[src/rtl/combo_lock_pkg.sv]
// Package: shared state type and constants for the combination lock.
// Assumes a fixed three-step combination, which gives four states.
package combo_lock_pkg;

    localparam int NUM_STEPS = 3;
    localparam int STATE_W   = 2;

    localparam logic DIR_RIGHT = 1'b1;
    localparam logic DIR_LEFT  = 1'b0;

    typedef enum logic [STATE_W-1:0] {
        ST_IDLE = 2'b00,
        ST_ONE  = 2'b01,
        ST_TWO  = 2'b10,
        ST_OPEN = 2'b11
    } lock_state_t;

endpackage

[src/rtl/dial_step_match.sv]
// Module: compares the incoming dial operation with every expected step
// of the combination and gives one hit bit per step.
// Assumes the step numbers are packed with step 0 in the low bits.
module dial_step_match #(
    parameter int                         DIAL_W    = 5,
    parameter int                         NUM_STEPS = 3,
    parameter logic [NUM_STEPS-1:0]       STEP_DIRS = '0,
    parameter logic [NUM_STEPS*DIAL_W-1:0] STEP_NUMS = '0
) (
    input  logic                 op_dir,
    input  logic [DIAL_W-1:0]    op_num,
    output logic [NUM_STEPS-1:0] hit
);

    for (genvar g = 0; g < NUM_STEPS; g++) begin : g_step
        localparam logic [DIAL_W-1:0] EXP_NUM = STEP_NUMS[g*DIAL_W +: DIAL_W];
        localparam logic              EXP_DIR = STEP_DIRS[g];
        // Exact match on both direction and number for step g.
        always_comb begin
            hit[g] = (op_dir == EXP_DIR) && (op_num == EXP_NUM);
        end
    end

endmodule

[src/rtl/lock_next_state.sv]
// Module: next-state logic of the lock.
// Assumes hit[0..2] flag the first, second and third steps. Relock has the
// highest priority, and the state holds when no operation is strobed.
module lock_next_state
    import combo_lock_pkg::*;
(
    input  lock_state_t          cur,
    input  logic                 op_valid,
    input  logic                 relock,
    input  logic [NUM_STEPS-1:0] hit,
    output lock_state_t          nxt
);

    // Picks the following state from the current state and the step hits.
    always_comb begin
        nxt = cur;
        if (relock) begin
            nxt = ST_IDLE;
        end else if (op_valid) begin
            unique case (cur)
                ST_IDLE: nxt = hit[0] ? ST_ONE : ST_IDLE;
                ST_ONE:  nxt = hit[1] ? ST_TWO : (hit[0] ? ST_ONE : ST_IDLE);
                ST_TWO:  nxt = hit[2] ? ST_OPEN : (hit[0] ? ST_ONE : ST_IDLE);
                ST_OPEN: nxt = ST_OPEN;
                default: nxt = ST_IDLE;
            endcase
        end
    end

endmodule

[src/rtl/lock_state_reg.sv]
// Module: the two state flip-flops, with a synchronous active-low reset.
// Assumes reset is sampled on the rising clock edge only.
module lock_state_reg
    import combo_lock_pkg::*;
(
    input  logic        clk,
    input  logic        rst_n,
    input  lock_state_t nxt,
    output lock_state_t cur
);

    // Loads the next state, or idle while reset is low.
    always_ff @(posedge clk) begin
        if (!rst_n) cur <= ST_IDLE;
        else        cur <= nxt;
    end

endmodule

[src/rtl/combo_lock.sv]
// Module: top of the sequential combination lock (Moore machine).
// Assumes op_valid is high for one cycle per dial operation and that
// op_dir = 1 means right. unlocked is decoded from the state register only.
module combo_lock
    import combo_lock_pkg::*;
#(
    parameter int   DIAL_W    = 5,
    parameter int   STEP0_NUM = 13,
    parameter logic STEP0_DIR = DIR_RIGHT,
    parameter int   STEP1_NUM = 22,
    parameter logic STEP1_DIR = DIR_LEFT,
    parameter int   STEP2_NUM = 3,
    parameter logic STEP2_DIR = DIR_RIGHT
) (
    input  logic              clk,
    input  logic              rst_n,
    input  logic              op_valid,
    input  logic              op_dir,
    input  logic [DIAL_W-1:0] op_num,
    input  logic              relock,
    output logic [1:0]        lock_state,
    output logic              unlocked
);

    localparam logic [DIAL_W-1:0] S0_NUM = DIAL_W'(STEP0_NUM);
    localparam logic [DIAL_W-1:0] S1_NUM = DIAL_W'(STEP1_NUM);
    localparam logic [DIAL_W-1:0] S2_NUM = DIAL_W'(STEP2_NUM);
    localparam logic [NUM_STEPS*DIAL_W-1:0] STEP_NUMS = {S2_NUM, S1_NUM, S0_NUM};
    localparam logic [NUM_STEPS-1:0]        STEP_DIRS = {STEP2_DIR, STEP1_DIR, STEP0_DIR};

    logic [NUM_STEPS-1:0] hit;
    lock_state_t          cur;
    lock_state_t          nxt;

    dial_step_match #(
        .DIAL_W    (DIAL_W),
        .NUM_STEPS (NUM_STEPS),
        .STEP_DIRS (STEP_DIRS),
        .STEP_NUMS (STEP_NUMS)
    ) u_match (
        .op_dir (op_dir),
        .op_num (op_num),
        .hit    (hit)
    );

    lock_next_state u_next (
        .cur      (cur),
        .op_valid (op_valid),
        .relock   (relock),
        .hit      (hit),
        .nxt      (nxt)
    );

    lock_state_reg u_reg (
        .clk   (clk),
        .rst_n (rst_n),
        .nxt   (nxt),
        .cur   (cur)
    );

    // Moore output decode: depends on the registered state only.
    always_comb begin
        lock_state = cur;
        unlocked   = (cur == ST_OPEN);
    end

    // with no strobe and no relock, the state register keeps its value.
    assert_hold_idle_input_R3: assert property (@(posedge clk) disable iff (!rst_n)
        (!op_valid && !relock) |=> $stable(lock_state));

    // the first step of the combination advances the lock out of idle.
    assert_first_step_R4: assert property (@(posedge clk) disable iff (!rst_n)
        (lock_state == 2'b00 && op_valid && !relock && op_dir == STEP0_DIR && op_num == S0_NUM)
        |=> lock_state == 2'b01);

    // unlocked rises only from the second-step state after a strobed final step.
    assert_open_entry_R6: assert property (@(posedge clk) disable iff (!rst_n)
        $rose(unlocked) |-> ($past(lock_state) == 2'b10 && $past(op_valid) &&
                             $past(op_dir) == STEP2_DIR && $past(op_num) == S2_NUM));

    // the open state holds while relock stays low.
    assert_open_holds_R8: assert property (@(posedge clk) disable iff (!rst_n)
        (unlocked && !relock) |=> unlocked);

    // relock always returns the lock to idle.
    assert_relock_idle_R9: assert property (@(posedge clk) disable iff (!rst_n)
        relock |=> (lock_state == 2'b00 && !unlocked));

endmodule

[config.mk]
export PLATFORM = sky130hd
export DESIGN_NAME = combo_lock
export DESIGN_NICKNAME = d
export VERILOG_FILES = /design/src/rtl/combo_lock_pkg.sv /design/src/rtl/dial_step_match.sv /design/src/rtl/lock_next_state.sv /design/src/rtl/lock_state_reg.sv /design/src/rtl/combo_lock.sv
export SDC_FILE = /design/constraint.sdc
export NUM_CORES = 1
export LEC_CHECK = 0
export ABC_AREA = 1
export BUFFER_PORTS_ARGS = -buffer_cell sky130_fd_sc_hd__buf_4
export CORE_AREA = 2 2 39 41
export CTS_BUF_LIST = sky130_fd_sc_hd__clkbuf_16
export DETAILED_ROUTE_END_ITERATION = 7
export DIE_AREA = 0 0 41 43
export SLEW_MARGIN = 10
export SYNTH_ARGS = -nofsm -noshare
export SYNTH_HDL_FRONTEND = slang
export SYNTH_HIERARCHICAL = 1
export SYNTH_SLANG_ARGS = --single-unit
[constraint.sdc]
create_clock -name clk -period 1.6 [get_ports clk]
set_input_delay 0.08 -clock clk [delete_from_list [all_inputs] [get_ports clk]]
set_output_delay 0.08 -clock clk [all_outputs]
set_load 0.01 [all_outputs]
# Yosys cells after proc, flatten, opt, wreduce, memory -nomap -nowiden
# Index checks and enable logic that the tools add are counted.
dict set report word_totals {
  input_bits 10
  word_cells 18
  output_inout_bits 3
  regBits 2
}
dict set report op_classes {
  muxes 4
  bitwise 2
  n_reduce_logical 5
  eq_ne 6
}
# operator n
set op_table {}
lappend op_table {{case mux 2 bit (4 select lines)} 1}
lappend op_table {{equality test 5 x 2 -> 1 bit (second input constant)} 1}
lappend op_table {{equality test 5 x 4 -> 1 bit (second input constant)} 1}
lappend op_table {{equality test 5 bit (second input constant)} 1}
lappend op_table {{equality test 2 bit (second input constant)} 2}
lappend op_table {{two-way mux 2 bit} 2}
lappend op_table {{logical AND 1 bit} 3}
lappend op_table {{equality test 2 x 1 -> 1 bit (second input constant)} 1}
lappend op_table {{logical NOT 2 bit} 1}
lappend op_table {{inverter 1 bit} 2}
lappend op_table {{OR reduction 2 bit} 1}
lappend op_table {{two-way mux 1 bit} 1}

# Longest topological paths before layout
# Gate-level depths: netlist (run 1).
dict set report logic_depth {
  ltp_word 5
  ltp_mapped 10
  mapped_depth_nobuf 10
}

# By module
# The synthesis (run 1) kept the hierarchy.
# mod area_each_um2 n_inst cells_per_inst seq_area_each_um2
set by_module_without_submodules {}
lappend by_module_without_submodules {dial_step_match 77.6 1 20 0.0}
lappend by_module_without_submodules {lock_next_state 63.8 1 15 0.0}
lappend by_module_without_submodules {lock_state_reg 55.1 1 6 40.0}
lappend by_module_without_submodules {combo_lock 7.5 1 2 0.0}

# Worst setup path before layout (run 1)
# Ideal clock, no wire load.
dict set report synth_timing {
  kind {register to register}
  startpoint {reg u_reg.cur[1]}
  endpoint {reg u_reg.cur[1]}
  required_time_ns 1.544
  path_stages_with_launch 6
  setup_ns 0.056
  n_path_buf 0
  arrival_time_ns 0.789
  synth_period_minus_slack_ns 0.844
  slack_ns 0.756
  cell_sequence {dfxtp_1 nand2_1 and3_1 nor2_1 nand2_1 inv_1}
}
dict set report synth_between {
  elab_chain_cells 2
  elab_cells_between_ends 5
  cone_classes {3 x eq/ne; 1 x mux; 1 x reduce/logical}
}
# element line
set synth_lines {}
lappend synth_lines {{from (decl)} lock_state_reg.sv:9} ;# output lock_state_t cur
lappend synth_lines {{from (signal assigned)} lock_state_reg.sv:15} ;# else cur <= nxt;
lappend synth_lines {{equality test 2 bit (tied with other cells)} lock_next_state.sv:20} ;# unique case (cur)
lappend synth_lines {{case mux 2 bit (4 select lines) *} lock_next_state.sv:20}
# Every way passes the cells marked *; elsewhere a longest branch is shown, timed or not.
# A chain may end at the register's enable or synchronous reset.

# Worst setup path after layout (run 1)
dict set report layout_timing {
  startpoint {reg u_reg.cur[0]}
  endpoint {out unlocked}
}
dict set report layout_between {
  elab_chain_cells 1
}
# element line
set layout_lines {}
lappend layout_lines {{equality test 2 bit} combo_lock.sv:64} ;# unlocked = (cur == ST_OPEN);
lappend layout_lines {{to (decl)} combo_lock.sv:22} ;# output logic unlocked
# Every way passes these cells.

==> impl_metrics.csv, run 1 <==
group,metric,value,unit
route,first_pass_iters,2,
global_routing,grt_pass1_vias,244,
layout,regMostFlops,"u_reg/cur",
worst_setup_path,crit_fanout,6,
route,drcViolationCount,0,
logic_synthesis,muxShareOfSynthArea,0,%
global_routing,antenna_found_initial,0,
worst_setup_path,r2r_start,"u_reg/cur[0]$_SDFF_PN0_",
sta,relSlewSlack,87.77,%
flow_run,max_cap_viol_count,0,
clocking,clk_path_buf_depth,2,
sta,setup_viol,0,
sta,timing.fmax,1081,MHz
logic_synthesis,syn_nets,53,
run_status,status,"completed",
worst_hold_path,holdCritStartpoint,"rst_n",
clocking,cts_setup_buffers,0,
worst_setup_path,arrival,0.84,ns
sta,rsz0062_at_grt,"no",
floorplanning,die_y,43,um
power_and_ir_drop,ir_worst_vdd,546.8,uV
layout,antenna-diode-count,0,
layout,stdcell_area,389.1,um2
global_routing,grt_pass1_wl,869,um
logic_synthesis,synthCells,43,
place,place_area,314.1,um2
floorplanning,die_w,41,um
sta,finalHoldViolCount,0,
route,wl_met1,177,um
clocking,insertion_delay,0.22,ns
layout,fill_cells,168,
route,vias,270,
floorplanning,ios,13,
floorplanning,rows,14,
logic_synthesis,synth_xor_area_share,0,%
route,routed_via_density,3.649,
layout,reg.largest.list,"u_reg/cur x2",
place,port_buffers,12,
layout,largest_reg_flops,2,
sta,setup_tns,0,ns
global_routing,overflow,0,
route,wl_met3,28,um
clocking,cts_sinks,2,
route,drt-initial-drc-count,3,
route,wl_met2,232,um
logic_synthesis,syn_area,203.9,um2
worst_setup_path,rrSetupSlack,0.73,ns
global_routing,grt_max_degree,7,
worst_setup_path,cp.required,1.52,ns
sta,timing.final.crit_period,0.9247,ns
sta,fin_hold_ws,0.05197,ns
clocking,cts_tree,"done",
sta,skew,0.001282,ns
floorplanning,die-area,1763,um2
worst_hold_path,min_to,"u_reg/cur[1]$_SDFF_PN0_",
place,place.gp.congestion,0.5908,
layout,final_nets,70,
logic_synthesis,synthAdderAreaFrac,0,%
worst_setup_path,worstRegToRegCells,5,
clocking,cts_resized,0,
logic_synthesis,synth_compound_area_share,7.362,%
floorplanning,initial_utilization,14.74,%
worst_setup_path,r2r_end,"u_reg/cur[1]$_SDFF_PN0_",
logic_synthesis,synth.top_cell.area_share,23.93,%
clocking,cts_hold_buf,0,
clocking,cts_root_buf,"clkbuf_16",
route,drt-total-wl,468,um
worst_hold_path,hold_depth,3,
sta,drv_slew,0,
sta,worst_pin_slew,0.1831,ns
logic_synthesis,synth.distinct_cells,9,
place,place_hpwl,378.4,um
global_routing,grtUsageTotal,8.116,%
worst_setup_path,end_kind,"output port",
route,ant_nets,0,
logic_synthesis,seq_area_frac_synth,19.63,%
logic_synthesis,ys_ff_latch,2,
logic_synthesis,netlist_top_cells_area,"inv_1 (24%), nand2_1 (24%), dfxtp_1 (20%)",
route,highest_layer,"met4",
power_and_ir_drop,p_leak,0.2412,nW
worst_hold_path,worst_hold_path_type,"in -> reg",
logic_synthesis,ys_warn_count,6,
clocking,numCtsBuffers,3,
worst_setup_path,startpoint_type,"flop",
layout,drive_above_1_share,25.86,%
layout,synthToLayoutAreaGrowth,90.80,%
clocking,path_clk_slew,0.03,ns
layout,final_core_util,28.12,%
worst_setup_path,path_class,"reg -> out",
sta,post-route-period-util,57.79,%
clocking,cts_htree_levels,1,
logic_synthesis,synth_top_family_by_area,"simple AND/OR/NAND/NOR gates",
floorplanning,coreArea,1384,um2
route,wire_per_inst,6.324,um
logic_synthesis,yosys.area_share.simple,49.08,%
logic_synthesis,syn_avg_cell_area,4.743,um2
power_and_ir_drop,powerDensity,1181,nW/um2
logic_synthesis,synth_top_area_cell,"inv_1",
[cell families (layout without fill, tap and decap cells)]
family	count (synthesis)	after routing
buffers and inverters	13	28
AO/OA/AOI/OAI	3	3
AND/OR/NAND/NOR	25	25
flip-flops	2	2
[placed cells by master (no fill, tap or decap), drive strengths merged]
cell type	n
a21oi	1
clkbuf	3
o21ai	2
buf	12
nand2	13
and3	1
nand3	1
or2	1
dfxtp	2
nor2	9
inv	13
[worst max path at each step]
stage	from	endpoint	slack, ns	cells past startpoint
after floorplan	u_reg/cur[1]$_SDFF_PN0_	u_reg/cur[1]$_SDFF_PN0_	0.76	5
after global placement	op_dir	u_reg/cur[0]$_SDFF_PN0_	0.60	8
after detailed placement	op_dir	u_reg/cur[0]$_SDFF_PN0_	0.60	8
after CTS	u_reg/cur[0]$_SDFF_PN0_	unlocked	0.67	3
after global routing	u_reg/cur[0]$_SDFF_PN0_	unlocked	0.62	3
final	u_reg/cur[0]$_SDFF_PN0_	unlocked	0.68	3
[cells in the mapped netlist (all sizes together)]
master / instances
nand3: 1
o21ai: 2
and3: 1
nor2: 9
nand2: 13
inv: 13
a21oi: 1
dfxtp: 2
or2: 1
[power by group]
group	switching [W]	internal (W)	leakage (nW)	total, W
Clock	0.0000529	0.000318	0.0370	0.000370
Sequential	0.00000114	0.0000511	0.0162	0.0000523
Combinational	0.0000152	0.0000218	0.188	0.0000370
Total	0.0000692	0.000390	0.241	0.000460
[critical path, cell delays in order, from the launching register on]
cell     delay [ns]
dfxtp_1        0.40
nand2_1        0.07
inv_1          0.05
buf_4          0.10
[layer usage]
layer	up-vias	GRT usage, %
met5	-	0
met4	0	12.00
met3	4	3.141
met2	5	9.375
met1	110	8.626
li1	151	-
[cell type report]
type | count | area (um2) | area share [%]
Clock buffer | 3 | 75.07 | 19.29
Inverter | 13 | 48.80 | 12.54
Multi-Input combinational cell | 28 | 115.1 | 29.58
Sequential cell | 2 | 40.04 | 10.29
Tap cell | 16 | 20.02 | 5.145
Timing Repair Buffer | 12 | 90.09 | 23.15
[metrics by stage]
step,setup slack [ns],instances,total power (W)
floorplan,0.7558,43,0.00006675
global placement,0.6019,71,0.00008983
detailed placement,0.5984,71,0.00009019
CTS,0.6668,74,0.0004669
global route,0.6155,74,0.0004804
finish,0.6753,74,0.0004596
Note: power is estimated with default switching activity, not from simulation.
==> run 2: changes to the inputs <==
Settings changed: ABC_AREA 1 to 0.
Clock period 1.6 ns to 0.88 ns, I/O delays scaled along.
==> impl_metrics.csv, run 2 <==
group,metric,value,unit
run_status,status,"finished with violations",
run_status,violations,"negative setup slack",
logic_synthesis,seq_area_frac_synth,20.92,%
sta,relSlewSlack,82.08,%
power_and_ir_drop,ir_worst_vdd,768.7,uV
sta,worst_pin_slew,0.2682,ns
logic_synthesis,synth_common_cells,"and2_1 (3), nor2_1 (3), dfxtp_1 (2), nor3_2 (2)",
logic_synthesis,synth.top_cell.area_share,20.92,%
floorplanning,ios,13,
global_routing,grt_pass1_vias,227,
power_and_ir_drop,switching_power,0.0001193,W
logic_synthesis,syn_nets,31,
logic_synthesis,syn_area,191.4,um2
worst_setup_path,slowest_stage,"dfxtp_4",
logic_synthesis,synthCells,21,
logic_synthesis,ys_warn_count,6,
logic_synthesis,synth_top_flop_cell,"dfxtp_1",
logic_synthesis,synthArstFlopShare,0,%
route,vias,217,
worst_setup_path,crit_path_max_incr_delay,0.35,ns
layout,reg.largest.list,"u_reg/cur x2",
power_and_ir_drop,pwr-share-clk,81.6,%
clocking,cts_root_buf,"clkbuf_16",
power_and_ir_drop,powerDensity,1961,nW/um2
logic_synthesis,netlist_top_cells_area,"dfxtp_1 (21%), nand3b_4 (10%), nor3_2 (10%)",
global_routing,grt_max_degree,6,
layout,antenna-diode-count,0,
clocking,cts_sinks,2,
floorplanning,die_y,43,um
route,routed_via_density,4.019,
global_routing,overflow,0,
layout,final_nets,50,
layout,layout_commonest_cell,"buf_4",
layout,fill_cells,145,
logic_synthesis,ys_ff_latch,2,
power_and_ir_drop,p_sw_share,14.52,%
floorplanning,die-area,1763,um2
worst_setup_path,worstPathCellList,"a21bo_2 > a221oi_2 > and2_1",
logic_synthesis,synth.distinct_cells,15,
global_routing,antenna_found_initial,0,
sta,post-route-period-util,109.1,%
sta,setup_viol,3,
sta,drv_slew,0,
logic_synthesis,synth_top_area_cell,"dfxtp_1",
route,wire_per_inst,8.907,um
route,ant_nets,0,
global_routing,use_met1,6.070,%
worst_setup_path,worstRegToRegCells,3,
floorplanning,coreArea,1384,um2
global_routing,grtUsageTotal,7.014,%
worst_setup_path,startpoint_type,"flop",
worst_setup_path,crit_fanout,5,
global_routing,use_met3,3.665,%
clocking,cts_htree_levels,1,
route,drt-initial-drc-count,0,
sta,timing.fmax,1042,MHz
sta,timing.final.crit_period,0.9602,ns
layout,largest_reg_flops,2,
clocking,cts_tree,"done",
clocking,path_clk_slew,0.03,ns
global_routing,grtUsageMet2,10.00,%
global_routing,grt_pass1_wl,772,um
logic_synthesis,synth_edf_count,0,
global_routing,busiest_layer,"met2",
worst_setup_path,path_class,"reg -> reg",
place,place.gp.congestion,0.6299,
worst_setup_path,arrival,1.12,ns
worst_setup_path,end_kind,"flop",
power_and_ir_drop,combPwrFrac,7.6,%
route,first_pass_iters,1,
floorplanning,initial_utilization,13.83,%
clocking,numCtsBuffers,3,
clocking,clk_path_buf_depth,2,
sta,skew,0.0004418,ns
layout,final_core_util,30.29,%
layout,regMostFlops,"u_reg/cur",
flow_run,max_cap_viol_count,0,
clocking,cts_setup_buffers,0,
route,drt-total-wl,481,um
power_and_ir_drop,p_seq_share,10.8,%
power_and_ir_drop,power,0.0008220,W
layout,drive_above_1_share,71.05,%
place,port_buffers,12,
clocking,cts_hold_buf,0,
worst_hold_path,hold_depth,2,
worst_setup_path,cp.required,1.04,ns
worst_hold_path,worst_hold_path_type,"in -> reg",
route,drcViolationCount,0,
floorplanning,rows,14,
power_and_ir_drop,p_int,0.0007027,W
layout,synthToLayoutAreaGrowth,119.0,%
layout,final_cell_mix,"buf_4 (11), clkbuf_16 (3), buf_6 (3)",
sta,rsz0062_at_grt,"yes",
logic_synthesis,syn_avg_cell_area,9.116,um2
floorplanning,die_w,41,um
power_and_ir_drop,p_leak,0.1787,nW
sta,finalHoldViolCount,0,
sta,setup_ws,-0.08015,ns
clocking,insertion_delay,0.22,ns
place,place_hpwl,377.6,um
[run 2: cell types whose count changed after synthesis, moves of 2 or more]
cell / delta
nand2_1: -12
and2_1: +3
nor2_1: -6
inv_1: -12
nor3_2: +2
[run 2: metrics by stage]
step	hold slack [ns]	worst slack [ns]	std cells	TNS, ns	cell area [um2]
floorplan	0.1656	-0.08659	21	-0.1627	193.9
global placement	0.2632	-0.2637	51	-0.5245	319.1
detailed placement	0.2558	-0.2868	51	-0.5600	319.1
CTS	0.03153	-0.09125	54	-0.2612	412.9
global route	0.04133	-0.1163	54	-0.3286	419.2
finish	0.03336	-0.08015	54	-0.2229	419.2
[run 2: repair_timing]
item / 4_1_cts / 5_1_grt
endpoints found under the hold margin: 0 / 0
endpoints found under the setup margin: 3 / 3
cloned: 0 / 0
resized for setup: 6 / 1
pin swaps: 3 / 3
[run 2: final cells by class]
class / instances / area, um2 / area share [%]
timing repair buffer: 14 / 116.4 / 27.76
sequential: 2 / 45.04 / 10.75
multi-input combinational: 18 / 158.9 / 37.91
tap: 16 / 20.02 / 4.776
inverter: 1 / 3.754 / 0.8955
clock buffer: 3 / 75.07 / 17.91
[run 2: logic make-up (layout without fill, tap and decap cells)]
kind of cell    count (synthesis)  count (layout)  share of synthesized area (%)
compound gates                  5               5                          26.13
buf+inv                         1              18                          1.959
flops                           2               2                          20.92
simple gates                   13              13                          50.98
[run 2: layer usage]
layer | share of wire, % | vias up
li1 | - | 111
met1 | 38 | 101
met2 | 55 | 5
met3 | 7.1 | 0
met4 | 0 | 0
met5 | 0 | -
[run 2: worst max-delay path, delay by kind of cell (launching register included)]
| kind | cells | cell delay, ns |
|---|---|---|
| simple gates | 1 | 0.14 |
| flops | 1 | 0.35 |
| compound gates | 2 | 0.41 |
[run 2: power by group through the flow]
stage                     sequential [W]  combinational (W)  clock, W
after floorplan                0.0000928          0.0000171         0
after global placement         0.0000928          0.0000599         0
after detailed placement       0.0000927          0.0000598         0
after CTS                      0.0000887          0.0000600  0.000685
after global routing           0.0000887          0.0000680  0.000695
final                          0.0000887          0.0000622  0.000671
[run 2: worst paths after layout]
check	start	endpoint	slack, ns
worst max-delay path	u_reg/cur[0]$_SDFF_PN0_	u_reg/cur[0]$_SDFF_PN0_	-0.08
worst min-delay path	rst_n	u_reg/cur[0]$_SDFF_PN0_	0.03
worst max register to register	u_reg/cur[0]$_SDFF_PN0_	u_reg/cur[0]$_SDFF_PN0_	-0.08
worst min register to register	u_reg/cur[0]$_SDFF_PN0_	u_reg/cur[0]$_SDFF_PN0_	0.65
